$ cat src/rtl/ctl_spi_pkg.sv
package ctl_spi_pkg;
  localparam int unsigned FRAME_BITS = 16;
  localparam int unsigned HDR_BITS   = 8;
  localparam int unsigned ADDR_W     = 7;
  localparam int unsigned DATA_W     = 8;
  localparam int unsigned NUM_SRC    = 5;
  localparam int unsigned SEL_W      = 3;
  localparam int unsigned PRE_W      = 2;

  localparam logic [ADDR_W-1:0] A_CMD  = 7'h00;
  localparam logic [ADDR_W-1:0] A_SRC  = 7'h01;
  localparam logic [ADDR_W-1:0] A_EN   = 7'h02;
  localparam logic [ADDR_W-1:0] A_GLO  = 7'h03;
  localparam logic [ADDR_W-1:0] A_GHI  = 7'h04;
  localparam logic [ADDR_W-1:0] A_PRE  = 7'h05;
  localparam logic [ADDR_W-1:0] A_STAT = 7'h06;
  localparam logic [ADDR_W-1:0] A_CNTL = 7'h07;
  localparam logic [ADDR_W-1:0] A_CNTH = 7'h08;
  localparam logic [ADDR_W-1:0] A_MODE = 7'h09;
  localparam logic [ADDR_W-1:0] A_SRCB = 7'h0A;
  localparam logic [ADDR_W-1:0] A_MLO  = 7'h0B;
  localparam logic [ADDR_W-1:0] A_MHI  = 7'h0C;
  localparam logic [ADDR_W-1:0] A_RND  = 7'h0D;
  localparam logic [ADDR_W-1:0] A_MST  = 7'h0E;
  localparam logic [ADDR_W-1:0] A_HSTK = 7'h0F;
  localparam logic [ADDR_W-1:0] A_HLOW = 7'h10;

  typedef struct packed {
    logic                 done_clr;
    logic [SEL_W-1:0]     src_sel;
    logic [NUM_SRC-1:0]   src_en;
    logic [2*DATA_W-1:0]  gate_len;
    logic [PRE_W-1:0]     prescale;
    logic                 rand_en;
    logic                 mon_en;
    logic                 diff_en;
    logic [SEL_W-1:0]     src_b_sel;
    logic [DATA_W-1:0]    mon_lo;
    logic [DATA_W-1:0]    mon_hi;
  } cfg_t;
endpackage

$ cat src/rtl/ctl_spi_sync.sv
module ctl_spi_sync #(
  parameter int unsigned W      = 1,
  parameter int unsigned STAGES = 2,
  parameter logic [W-1:0] RST_VAL = '0
) (
  input  logic         clk_i,
  input  logic         rst_ni,
  input  logic [W-1:0] d_i,
  output logic [W-1:0] q_o
);
  logic [W-1:0] stg_q [STAGES];

  always_ff @(posedge clk_i or negedge rst_ni) begin
    if (!rst_ni) begin
      for (int i = 0; i < STAGES; i++) stg_q[i] <= RST_VAL;
    end else begin
      stg_q[0] <= d_i;
      for (int i = 1; i < STAGES; i++) stg_q[i] <= stg_q[i-1];
    end
  end

  assign q_o = stg_q[STAGES-1];
endmodule

$ cat src/rtl/ctl_spi_frame.sv
module ctl_spi_frame
  import ctl_spi_pkg::*;
(
  input  logic              clk_i,
  input  logic              rst_ni,
  input  logic              sck_s_i,
  input  logic              cs_n_s_i,
  input  logic              mosi_s_i,
  input  logic [DATA_W-1:0] rd_data_i,
  output logic [ADDR_W-1:0] rd_addr_o,
  output logic              wr_o,
  output logic [ADDR_W-1:0] wr_addr_o,
  output logic [DATA_W-1:0] wr_data_o,
  output logic              miso_o
);
  localparam int unsigned CNT_MAX = FRAME_BITS + 1;
  localparam int unsigned CNT_W   = $clog2(CNT_MAX + 1);
  localparam logic [CNT_W-1:0] CNT_HDR  = CNT_W'(HDR_BITS - 1);
  localparam logic [CNT_W-1:0] CNT_D0   = CNT_W'(HDR_BITS);
  localparam logic [CNT_W-1:0] CNT_FULL = CNT_W'(FRAME_BITS);
  localparam logic [CNT_W-1:0] CNT_SAT  = CNT_W'(CNT_MAX);

  logic             sck_d_q, cs_d_q;
  logic [CNT_W-1:0] bit_cnt_q;
  logic [DATA_W-1:0] sh_q, tx_q, hdr_q;
  logic             wr_q, miso_q;

  wire sck_rise = sck_s_i & ~sck_d_q;
  wire sck_fall = ~sck_s_i & sck_d_q;
  wire cs_fall  = ~cs_n_s_i & cs_d_q;
  wire cs_rise  = cs_n_s_i & ~cs_d_q;
  wire hdr_wr   = hdr_q[DATA_W-1];

  // address as it completes on the 8th rising edge
  assign rd_addr_o = {sh_q[ADDR_W-2:0], mosi_s_i};

  always_ff @(posedge clk_i or negedge rst_ni) begin
    if (!rst_ni) begin
      sck_d_q   <= 1'b0;
      cs_d_q    <= 1'b1;
      bit_cnt_q <= '0;
      sh_q      <= '0;
      tx_q      <= '0;
      hdr_q     <= '0;
      wr_q      <= 1'b0;
      miso_q    <= 1'b0;
    end else begin
      sck_d_q <= sck_s_i;
      cs_d_q  <= cs_n_s_i;
      wr_q    <= 1'b0;
      if (cs_fall) begin
        bit_cnt_q <= '0;
        miso_q    <= 1'b0;
      end else if (cs_n_s_i) begin
        miso_q <= 1'b0;
        if (cs_rise && bit_cnt_q == CNT_FULL && hdr_wr) wr_q <= 1'b1;
      end else begin
        if (sck_rise) begin
          sh_q <= {sh_q[DATA_W-2:0], mosi_s_i};
          if (bit_cnt_q != CNT_SAT) bit_cnt_q <= bit_cnt_q + 1'b1;
          if (bit_cnt_q == CNT_HDR) begin
            hdr_q <= {sh_q[DATA_W-2:0], mosi_s_i};
            tx_q  <= rd_data_i;
          end
        end
        if (sck_fall) begin
          if (bit_cnt_q >= CNT_D0 && bit_cnt_q < CNT_FULL && !hdr_wr) begin
            miso_q <= tx_q[DATA_W-1];
            tx_q   <= {tx_q[DATA_W-2:0], 1'b0};
          end else begin
            miso_q <= 1'b0;
          end
        end
      end
    end
  end

  assign wr_o      = wr_q;
  assign wr_addr_o = hdr_q[ADDR_W-1:0];
  assign wr_data_o = sh_q;
  assign miso_o    = miso_q;

  a_r5_miso_idle: assert property (@(posedge clk_i) disable iff (!rst_ni)
    $past(cs_n_s_i) |-> !miso_o);
  a_r3_commit_deselected: assert property (@(posedge clk_i) disable iff (!rst_ni)
    wr_o |-> $past(cs_n_s_i));
  a_r3_commit_single: assert property (@(posedge clk_i) disable iff (!rst_ni)
    wr_o |=> !wr_o);
endmodule

$ cat src/rtl/ctl_spi_bank.sv
module ctl_spi_bank
  import ctl_spi_pkg::*;
#(
  parameter logic [NUM_SRC-1:0] EN_RESET  = '1,
  parameter logic [PRE_W-1:0]   PRE_RESET = 2'd1
) (
  input  logic                clk_i,
  input  logic                rst_ni,
  input  logic                wr_i,
  input  logic [ADDR_W-1:0]   wr_addr_i,
  input  logic [DATA_W-1:0]   wr_data_i,
  input  logic [ADDR_W-1:0]   rd_addr_i,
  input  logic                busy_i,
  input  logic                ovf_i,
  input  logic                done_i,
  input  logic [2*DATA_W-1:0] count_i,
  input  logic [DATA_W-1:0]   rand_i,
  input  logic [NUM_SRC-1:0]  mon_stat_i,
  input  logic [NUM_SRC-1:0]  hist_stuck_i,
  input  logic [NUM_SRC-1:0]  hist_low_i,
  output cfg_t                cfg_o,
  output logic                gate_start_o,
  output logic                hist_clr_o,
  output logic [DATA_W-1:0]   rd_data_o
);
  localparam int unsigned SRC_PAD = DATA_W - NUM_SRC;
  localparam int unsigned SEL_PAD = DATA_W - SEL_W;
  localparam int unsigned PRE_PAD = DATA_W - PRE_W;

  cfg_t cfg_q;
  logic start_q, hclr_q;

  always_ff @(posedge clk_i or negedge rst_ni) begin
    if (!rst_ni) begin
      cfg_q          <= '0;
      cfg_q.src_en   <= EN_RESET;
      cfg_q.prescale <= PRE_RESET;
      start_q        <= 1'b0;
      hclr_q         <= 1'b0;
    end else begin
      start_q <= 1'b0;
      hclr_q  <= 1'b0;
      if (wr_i) begin
        unique case (wr_addr_i)
          A_CMD: begin
            start_q        <= wr_data_i[0];
            cfg_q.done_clr <= wr_data_i[1];
            hclr_q         <= wr_data_i[2];
          end
          A_SRC:  cfg_q.src_sel   <= wr_data_i[SEL_W-1:0];
          A_EN:   cfg_q.src_en    <= wr_data_i[NUM_SRC-1:0];
          A_GLO:  cfg_q.gate_len[DATA_W-1:0] <= wr_data_i;
          A_GHI:  cfg_q.gate_len[2*DATA_W-1:DATA_W] <= wr_data_i;
          A_PRE:  cfg_q.prescale  <= wr_data_i[PRE_W-1:0];
          A_MODE: begin
            cfg_q.rand_en <= wr_data_i[0];
            cfg_q.mon_en  <= wr_data_i[1];
            cfg_q.diff_en <= wr_data_i[2];
          end
          A_SRCB: cfg_q.src_b_sel <= wr_data_i[SEL_W-1:0];
          A_MLO:  cfg_q.mon_lo    <= wr_data_i;
          A_MHI:  cfg_q.mon_hi    <= wr_data_i;
          default: ;
        endcase
      end
    end
  end

  always_comb begin
    unique case (rd_addr_i)
      A_CMD:  rd_data_o = {6'b0, cfg_q.done_clr, 1'b0};
      A_SRC:  rd_data_o = {{SEL_PAD{1'b0}}, cfg_q.src_sel};
      A_EN:   rd_data_o = {{SRC_PAD{1'b0}}, cfg_q.src_en};
      A_GLO:  rd_data_o = cfg_q.gate_len[DATA_W-1:0];
      A_GHI:  rd_data_o = cfg_q.gate_len[2*DATA_W-1:DATA_W];
      A_PRE:  rd_data_o = {{PRE_PAD{1'b0}}, cfg_q.prescale};
      A_STAT: rd_data_o = {5'b0, done_i, ovf_i, busy_i};
      A_CNTL: rd_data_o = count_i[DATA_W-1:0];
      A_CNTH: rd_data_o = count_i[2*DATA_W-1:DATA_W];
      A_MODE: rd_data_o = {5'b0, cfg_q.diff_en, cfg_q.mon_en, cfg_q.rand_en};
      A_SRCB: rd_data_o = {{SEL_PAD{1'b0}}, cfg_q.src_b_sel};
      A_MLO:  rd_data_o = cfg_q.mon_lo;
      A_MHI:  rd_data_o = cfg_q.mon_hi;
      A_RND:  rd_data_o = rand_i;
      A_MST:  rd_data_o = {{SRC_PAD{1'b0}}, mon_stat_i};
      A_HSTK: rd_data_o = {{SRC_PAD{1'b0}}, hist_stuck_i};
      A_HLOW: rd_data_o = {{SRC_PAD{1'b0}}, hist_low_i};
      default: rd_data_o = '0;
    endcase
  end

  assign cfg_o        = cfg_q;
  assign gate_start_o = start_q;
  assign hist_clr_o   = hclr_q;

  a_r6_start_single: assert property (@(posedge clk_i) disable iff (!rst_ni)
    gate_start_o |=> !gate_start_o);
  a_r6_hclr_single: assert property (@(posedge clk_i) disable iff (!rst_ni)
    hist_clr_o |=> !hist_clr_o);
  a_r3_cfg_hold: assert property (@(posedge clk_i) disable iff (!rst_ni)
    !wr_i |=> $stable(cfg_q));
  a_r6_pulse_after_write: assert property (@(posedge clk_i) disable iff (!rst_ni)
    gate_start_o |-> $past(wr_i));
endmodule

$ cat src/rtl/ctl_spi_regs.sv
module ctl_spi_regs
  import ctl_spi_pkg::*;
#(
  parameter int unsigned SYNC_STAGES = 2
) (
  input  logic                clk_i,
  input  logic                rst_ni,
  input  logic                sck_i,
  input  logic                cs_ni,
  input  logic                mosi_i,
  output logic                miso_o,
  input  logic                busy_i,
  input  logic                ovf_i,
  input  logic                done_i,
  input  logic [15:0]         count_i,
  input  logic [7:0]          rand_i,
  input  logic [4:0]          mon_stat_i,
  input  logic [4:0]          hist_stuck_i,
  input  logic [4:0]          hist_low_i,
  output logic                gate_start_o,
  output logic                hist_clr_o,
  output logic                done_clr_o,
  output logic [2:0]          src_sel_o,
  output logic [4:0]          src_en_o,
  output logic [15:0]         gate_len_o,
  output logic [1:0]          prescale_o,
  output logic                rand_en_o,
  output logic                mon_en_o,
  output logic                diff_en_o,
  output logic [2:0]          src_b_sel_o,
  output logic [7:0]          mon_lo_o,
  output logic [7:0]          mon_hi_o
);
  logic [2:0] pins_s;
  logic              wr;
  logic [ADDR_W-1:0] wr_addr, rd_addr;
  logic [DATA_W-1:0] wr_data, rd_data;
  cfg_t              cfg;

  ctl_spi_sync #(.W(3), .STAGES(SYNC_STAGES), .RST_VAL(3'b010)) i_sync (
    .clk_i (clk_i),
    .rst_ni(rst_ni),
    .d_i   ({mosi_i, cs_ni, sck_i}),
    .q_o   (pins_s)
  );

  ctl_spi_frame i_frame (
    .clk_i    (clk_i),
    .rst_ni   (rst_ni),
    .sck_s_i  (pins_s[0]),
    .cs_n_s_i (pins_s[1]),
    .mosi_s_i (pins_s[2]),
    .rd_data_i(rd_data),
    .rd_addr_o(rd_addr),
    .wr_o     (wr),
    .wr_addr_o(wr_addr),
    .wr_data_o(wr_data),
    .miso_o   (miso_o)
  );

  ctl_spi_bank i_bank (
    .clk_i       (clk_i),
    .rst_ni      (rst_ni),
    .wr_i        (wr),
    .wr_addr_i   (wr_addr),
    .wr_data_i   (wr_data),
    .rd_addr_i   (rd_addr),
    .busy_i      (busy_i),
    .ovf_i       (ovf_i),
    .done_i      (done_i),
    .count_i     (count_i),
    .rand_i      (rand_i),
    .mon_stat_i  (mon_stat_i),
    .hist_stuck_i(hist_stuck_i),
    .hist_low_i  (hist_low_i),
    .cfg_o       (cfg),
    .gate_start_o(gate_start_o),
    .hist_clr_o  (hist_clr_o),
    .rd_data_o   (rd_data)
  );

  assign done_clr_o  = cfg.done_clr;
  assign src_sel_o   = cfg.src_sel;
  assign src_en_o    = cfg.src_en;
  assign gate_len_o  = cfg.gate_len;
  assign prescale_o  = cfg.prescale;
  assign rand_en_o   = cfg.rand_en;
  assign mon_en_o    = cfg.mon_en;
  assign diff_en_o   = cfg.diff_en;
  assign src_b_sel_o = cfg.src_b_sel;
  assign mon_lo_o    = cfg.mon_lo;
  assign mon_hi_o    = cfg.mon_hi;
endmodule

$ cat config.mk
export PLATFORM = sky130hd
export DESIGN_NAME = ctl_spi_regs
export DESIGN_NICKNAME = d
export VERILOG_FILES = /design/src/rtl/ctl_spi_pkg.sv /design/src/rtl/ctl_spi_sync.sv /design/src/rtl/ctl_spi_frame.sv /design/src/rtl/ctl_spi_bank.sv /design/src/rtl/ctl_spi_regs.sv
export SDC_FILE = /design/constraint.sdc
export NUM_CORES = 1
export LEC_CHECK = 0
export CELL_PAD_IN_SITES_DETAIL_PLACEMENT = 1
export CELL_PAD_IN_SITES_GLOBAL_PLACEMENT = 1
export CORE_MARGIN = 2
export CORE_UTILIZATION = 54
export DETAILED_ROUTE_END_ITERATION = 16
export DONT_BUFFER_PORTS = 1
export PLACE_DENSITY_LB_ADDON = 0.1
export SLEW_MARGIN = 25
export SYNTH_ARGS = -nofsm -noshare
export SYNTH_HDL_FRONTEND = slang
export SYNTH_HIERARCHICAL = 1
export SYNTH_SLANG_ARGS = --single-unit
$ cat constraint.sdc
create_clock -name clk_i -period 4.4 [get_ports clk_i]
set_input_delay 0 -clock clk_i [delete_from_list [all_inputs] [get_ports clk_i]]
set_output_delay 0 -clock clk_i [all_outputs]
set_load 0.03 [all_outputs]
==> report_table.html <==
<table>
<tr><th>Metric</th><th>Value</th></tr>
<tr><th colspan="2">Floorplan</th></tr>
<tr><td>Die Wd</td><td>roughly 98 um</td></tr>
<tr><td>Starting utilization of the core area</td><td>55.4%</td></tr>
<tr><td>Standard-cell row count</td><td>34</td></tr>
<tr><td>I/O pin count</td><td>99</td></tr>
<tr><td>Total core area</td><td>approximately 8700 um^2</td></tr>
<tr><td>DIE AREA</td><td>9670 um^2</td></tr>
<tr><td>Chip height</td><td>between 90 and 100 um</td></tr>
<tr><th colspan="2">Worst setup path</th></tr>
<tr><td>Launch point of the critical path</td><td>i_frame/wr_data_o[1]</td></tr>
<tr><td>Reg-to-reg critical path endpoint</td><td>i_frame/tx_q[5]</td></tr>
<tr><td>Depth of the worst register-to-register path</td><td>7</td></tr>
<tr><td>Worst setup path endpoint</td><td>i_frame/tx_q[5]</td></tr>
<tr><td>Critical path data required time</td><td>between 4 and 5 ns</td></tr>
<tr><td>Crit Path Class</td><td>reg -&gt; reg</td></tr>
<tr><td>Setup slack of the most critical reg-to-reg path</td><td>1.72 ns</td></tr>
<tr><td>Critical Path Sink Type</td><td>register</td></tr>
<tr><td>Reg2Reg Launch Point</td><td>i_frame/wr_data_o[1]</td></tr>
<tr><td>Maximum fanout along the worst path</td><td>30</td></tr>
<tr><td>Data arrival time at the worst-slack endpoint</td><td>2.97 ns</td></tr>
<tr><td>Startpoint Class</td><td>register</td></tr>
<tr><th colspan="2">Global routing</th></tr>
<tr><td>Largest net degree at the start of global routing</td><td>91</td></tr>
<tr><td>Antenna violations before repair</td><td>0</td></tr>
<tr><td>Global router's overall resource usage</td><td>approximately 28%</td></tr>
<tr><td>Number of global-route vias before repair</td><td>3630</td></tr>
<tr><td>Total overflow reported by the global router</td><td>0</td></tr>
<tr><td>First-pass GRT wire length</td><td>20.9 mm</td></tr>
<tr><th colspan="2">Placement</th></tr>
<tr><td>IO Port Bufs</td><td>0</td></tr>
<tr><td>Last weighted congestion value of the routability-driven placer</td><td>around 0.8</td></tr>
<tr><td>Placed standard-cell area</td><td>4720 um^2</td></tr>
<tr><td>Dpl hpwl</td><td>8.80 mm</td></tr>
<tr><th colspan="2">STA</th></tr>
<tr><td>Number of hold violations in the final report</td><td>0</td></tr>
<tr><td>Unrepaired setup endpoints after global routing</td><td>false</td></tr>
<tr><td>Tmin final</td><td>2.68 ns</td></tr>
<tr><td>Max Freq</td><td>373 MHz</td></tr>
<tr><td>Worst hold slack</td><td>about 0.057 ns</td></tr>
<tr><td>Setup_tns</td><td>0 ns</td></tr>
<tr><td>Transition time at the pin with the least slew margin</td><td>0.927 ns</td></tr>
<tr><td>Worst slew slack as a fraction of its limit</td><td>38.2%</td></tr>
<tr><td>Final-report setup violation count</td><td>0</td></tr>
<tr><td>Post-route fraction of the period consumed by the critical path</td><td>between 60 and 70%</td></tr>
<tr><td>Count of pins over their slew limit</td><td>0</td></tr>
<tr><td>Clk_skew</td><td>0.0160 ns</td></tr>
<tr><th colspan="2">Clock tree</th></tr>
<tr><td>CTS tree</td><td>built</td></tr>
<tr><td>Number of clock sinks seen by CTS</td><td>90</td></tr>
<tr><td>Cts-stage hold buffer count</td><td>6</td></tr>
<tr><td>Cell chosen for the clock root</td><td>sky130_fd_sc_hd__clkbuf_8</td></tr>
<tr><td>Gates resized, CTS repair</td><td>0</td></tr>
<tr><td>Worst-Skew Late Latency</td><td>0.37 ns</td></tr>
<tr><td>Clk pin slew, worst setup/hold paths</td><td>about 0.1 ns</td></tr>
<tr><td>H-tree Lvls</td><td>3</td></tr>
<tr><td>Number of CTS-inserted buffers</td><td>9</td></tr>
<tr><td>Setup repair bufs after CTS</td><td>0</td></tr>
<tr><td>CTS max path bufs</td><td>2</td></tr>
<tr><th colspan="2">Logic synthesis</th></tr>
<tr><td>Yosys cell types</td><td>66</td></tr>
<tr><td>Count of flip-flops with a built-in enable after synthesis</td><td>0</td></tr>
<tr><td>Post-Synthesis Net Count</td><td>around 490</td></tr>
<tr><td>Count of mapped cells out of synthesis</td><td>435</td></tr>
<tr><td>Share of async-settable or async-resettable flops after synthesis</td><td>100%</td></tr>
<tr><td>Ys flop type</td><td>sky130_fd_sc_hd__dfrtp_1</td></tr>
<tr><td>Mapped Avg Cell Area</td><td>11.1 um^2</td></tr>
<tr><td>Seq/Total Area, Yosys</td><td>47.1%</td></tr>
<tr><td>#FFs+latches synth</td><td>90</td></tr>
<tr><td>Total standard cell area after synthesis</td><td>between 4000 and 5000 um^2</td></tr>
<tr><td>Warning count from the yosys run</td><td>6</td></tr>
<tr><th colspan="2">Routing</th></tr>
<tr><td>Number of remaining DRC errors</td><td>0</td></tr>
<tr><td>First DRT Iteration DRCs</td><td>187</td></tr>
<tr><td>Number of vias per cell after detailed routing</td><td>6.54</td></tr>
<tr><td>Vias</td><td>3444</td></tr>
<tr><td>DRT antenna net count</td><td>0</td></tr>
<tr><td>Wirelength per Cell</td><td>24.7 um</td></tr>
<tr><td>Detailed-routing iteration count for the pre-antenna-repair pass</td><td>4</td></tr>
<tr><td>Total wire length after detailed routing</td><td>13.0 mm</td></tr>
<tr><th colspan="2">Status</th></tr>
<tr><td>Outcome</td><td>finished clean</td></tr>
<tr><th colspan="2">Finish</th></tr>
<tr><td>Leading cell type in the layout, fill and taps excluded</td><td>sky130_fd_sc_hd__dfrtp_1</td></tr>
<tr><td>Post-Layout Inst Area</td><td>5030 um^2</td></tr>
<tr><td>Diodes inserted</td><td>0</td></tr>
<tr><td>Most used cells in the layout excluding fill and tap cells</td><td>80 x sky130_fd_sc_hd__dfrtp_1, 52 x sky130_fd_sc_hd__mux2_2, 37 x sky130_fd_sc_hd__nand2_1, 24 x sky130_fd_sc_hd__nor2_1, 16 x sky130_fd_sc_hd__mux2i_1</td></tr>
<tr><td>Fraction of layout cells with a size suffix above 1</td><td>a little under a quarter</td></tr>
<tr><td>Total Nets Final</td><td>464</td></tr>
<tr><td>P&amp;R area growth vs syn</td><td>4.66%</td></tr>
<tr><th colspan="2">Run</th></tr>
<tr><td>Max cap viols</td><td>0</td></tr>
<tr><th colspan="2">Power and ir drop</th></tr>
<tr><td>Maximum VDD drop</td><td>roughly 0.19 mV</td></tr>
<tr><td>Power density cells</td><td>a little under 400 nW/um^2</td></tr>
<tr><td>Leakage power</td><td>2.29 nW</td></tr>
<tr><th colspan="2">Hold path</th></tr>
<tr><td>Tightest Hold Check Type</td><td>in -&gt; reg</td></tr>
</table>
## kinds of logic after synthesis
family | Yosys count | share of synthesized area [%]
AO/OA/AOI/OAI | 60 | 9.13
XOR/XNOR | 2 | 0.364
adder cells (fa/ha/maj) | 3 | 0.781
buffers and inverters | 48 | 5.67
flip-flops | 90 | 47.1
multiplexers | 81 | 18.6
AND/OR/NAND/NOR | 151 | 18.4
## routing by layer
metal  vias to the layer above  track usage (%)  wire (um)
met1                      1790             38.9       5630
met3                        16             5.80        837
li1                       1525                -          -
met5                         -                0          0
met2                       113             44.4       6380
met4                         0             8.32        174
## synthesized netlist by cell type, drive strengths merged (8+ instances only)
library cell  number  area (um^2)
nand3             12         60.1
mux2              65          732
nand2             38          145
o21ai              8         40.0
mux2i             16          160
nor2              25          110
dfrtp             81         2030
buf               35          224
nand3b             8         60.1
dfstp              9          236
and2               8         50.1
a21oi             14         73.8
o2bb2ai            9         85.1
## how the worst min path moves through the flow
stage,start,to,cells after the start
5_1_grt,hist_low_i[3],i_frame/tx_q[3],5
6_report,hist_low_i[3],i_frame/tx_q[3],5
3_3_place_gp,rst_ni,i_sync/stg_q[5],0
4_1_cts,hist_low_i[3],i_frame/tx_q[3],5
3_5_place_dp,rst_ni,i_sync/stg_q[5],0
2_1_floorplan,rst_ni,i_bank/cfg_o[0],0
## critical path, cell delays in order, from the launching register on
cell	delay, ns
sky130_fd_sc_hd__dfrtp_1	0.96
sky130_fd_sc_hd__or3b_2	0.54
sky130_fd_sc_hd__nor3_1	0.47
sky130_fd_sc_hd__nand2_1	0.14
sky130_fd_sc_hd__nand3_1	0.12
sky130_fd_sc_hd__nand3b_1	0.13
sky130_fd_sc_hd__a21oi_1	0.08
sky130_fd_sc_hd__o2bb2ai_1	0.16
## metrics by stage
step / cells / total power [mW] / setup WS, ns / util, %
6_report: 527 / 1.98 / 1.72 / 58.0
5_1_grt: 527 / 2.07 / 1.56 / 58.0
4_1_cts: 527 / 1.99 / 1.54 / 57.9
3_5_place_dp: 505 / 1.33 / 1.68 / 54.4
3_3_place_gp: 505 / 1.32 / 1.73 / 54.4
2_1_floorplan: 435 / 1.24 / 2.31 / -
## power by group
| group | switching (mW) | internal (mW) | total (mW) |
|---|---|---|---|
| Clock | 0.302 | 0.337 | 0.640 |
| Sequential | 0.109 | 0.850 | 0.960 |
| Combinational | 0.221 | 0.164 | 0.385 |
## flip-flops by register name, indices dropped and copies added, names as in the netlist
signal	count
i_frame/wr_o	1
i_frame/tx_q	8
i_frame/bit_cnt_q	5
i_bank/gate_start_o	1
i_frame/miso_o	1
i_bank/cfg_o	49
i_frame/hdr_q	8
i_frame/cs_d_q	1
i_sync/q_o	3
i_sync/stg_q	3
i_bank/hist_clr_o	1
i_frame/sck_d_q	1
i_frame/wr_data_o	8
## layout make-up
type,count,area (um^2)
tap,108,135
clock buffer,12,145
clock inverter,4,76.3
timing repair buffer,10,108
sequential,90,2260
fill,909,3650
inverter,6,22.5
multi-input combinational,297,2280
Power figures use the tool's default switching activity.
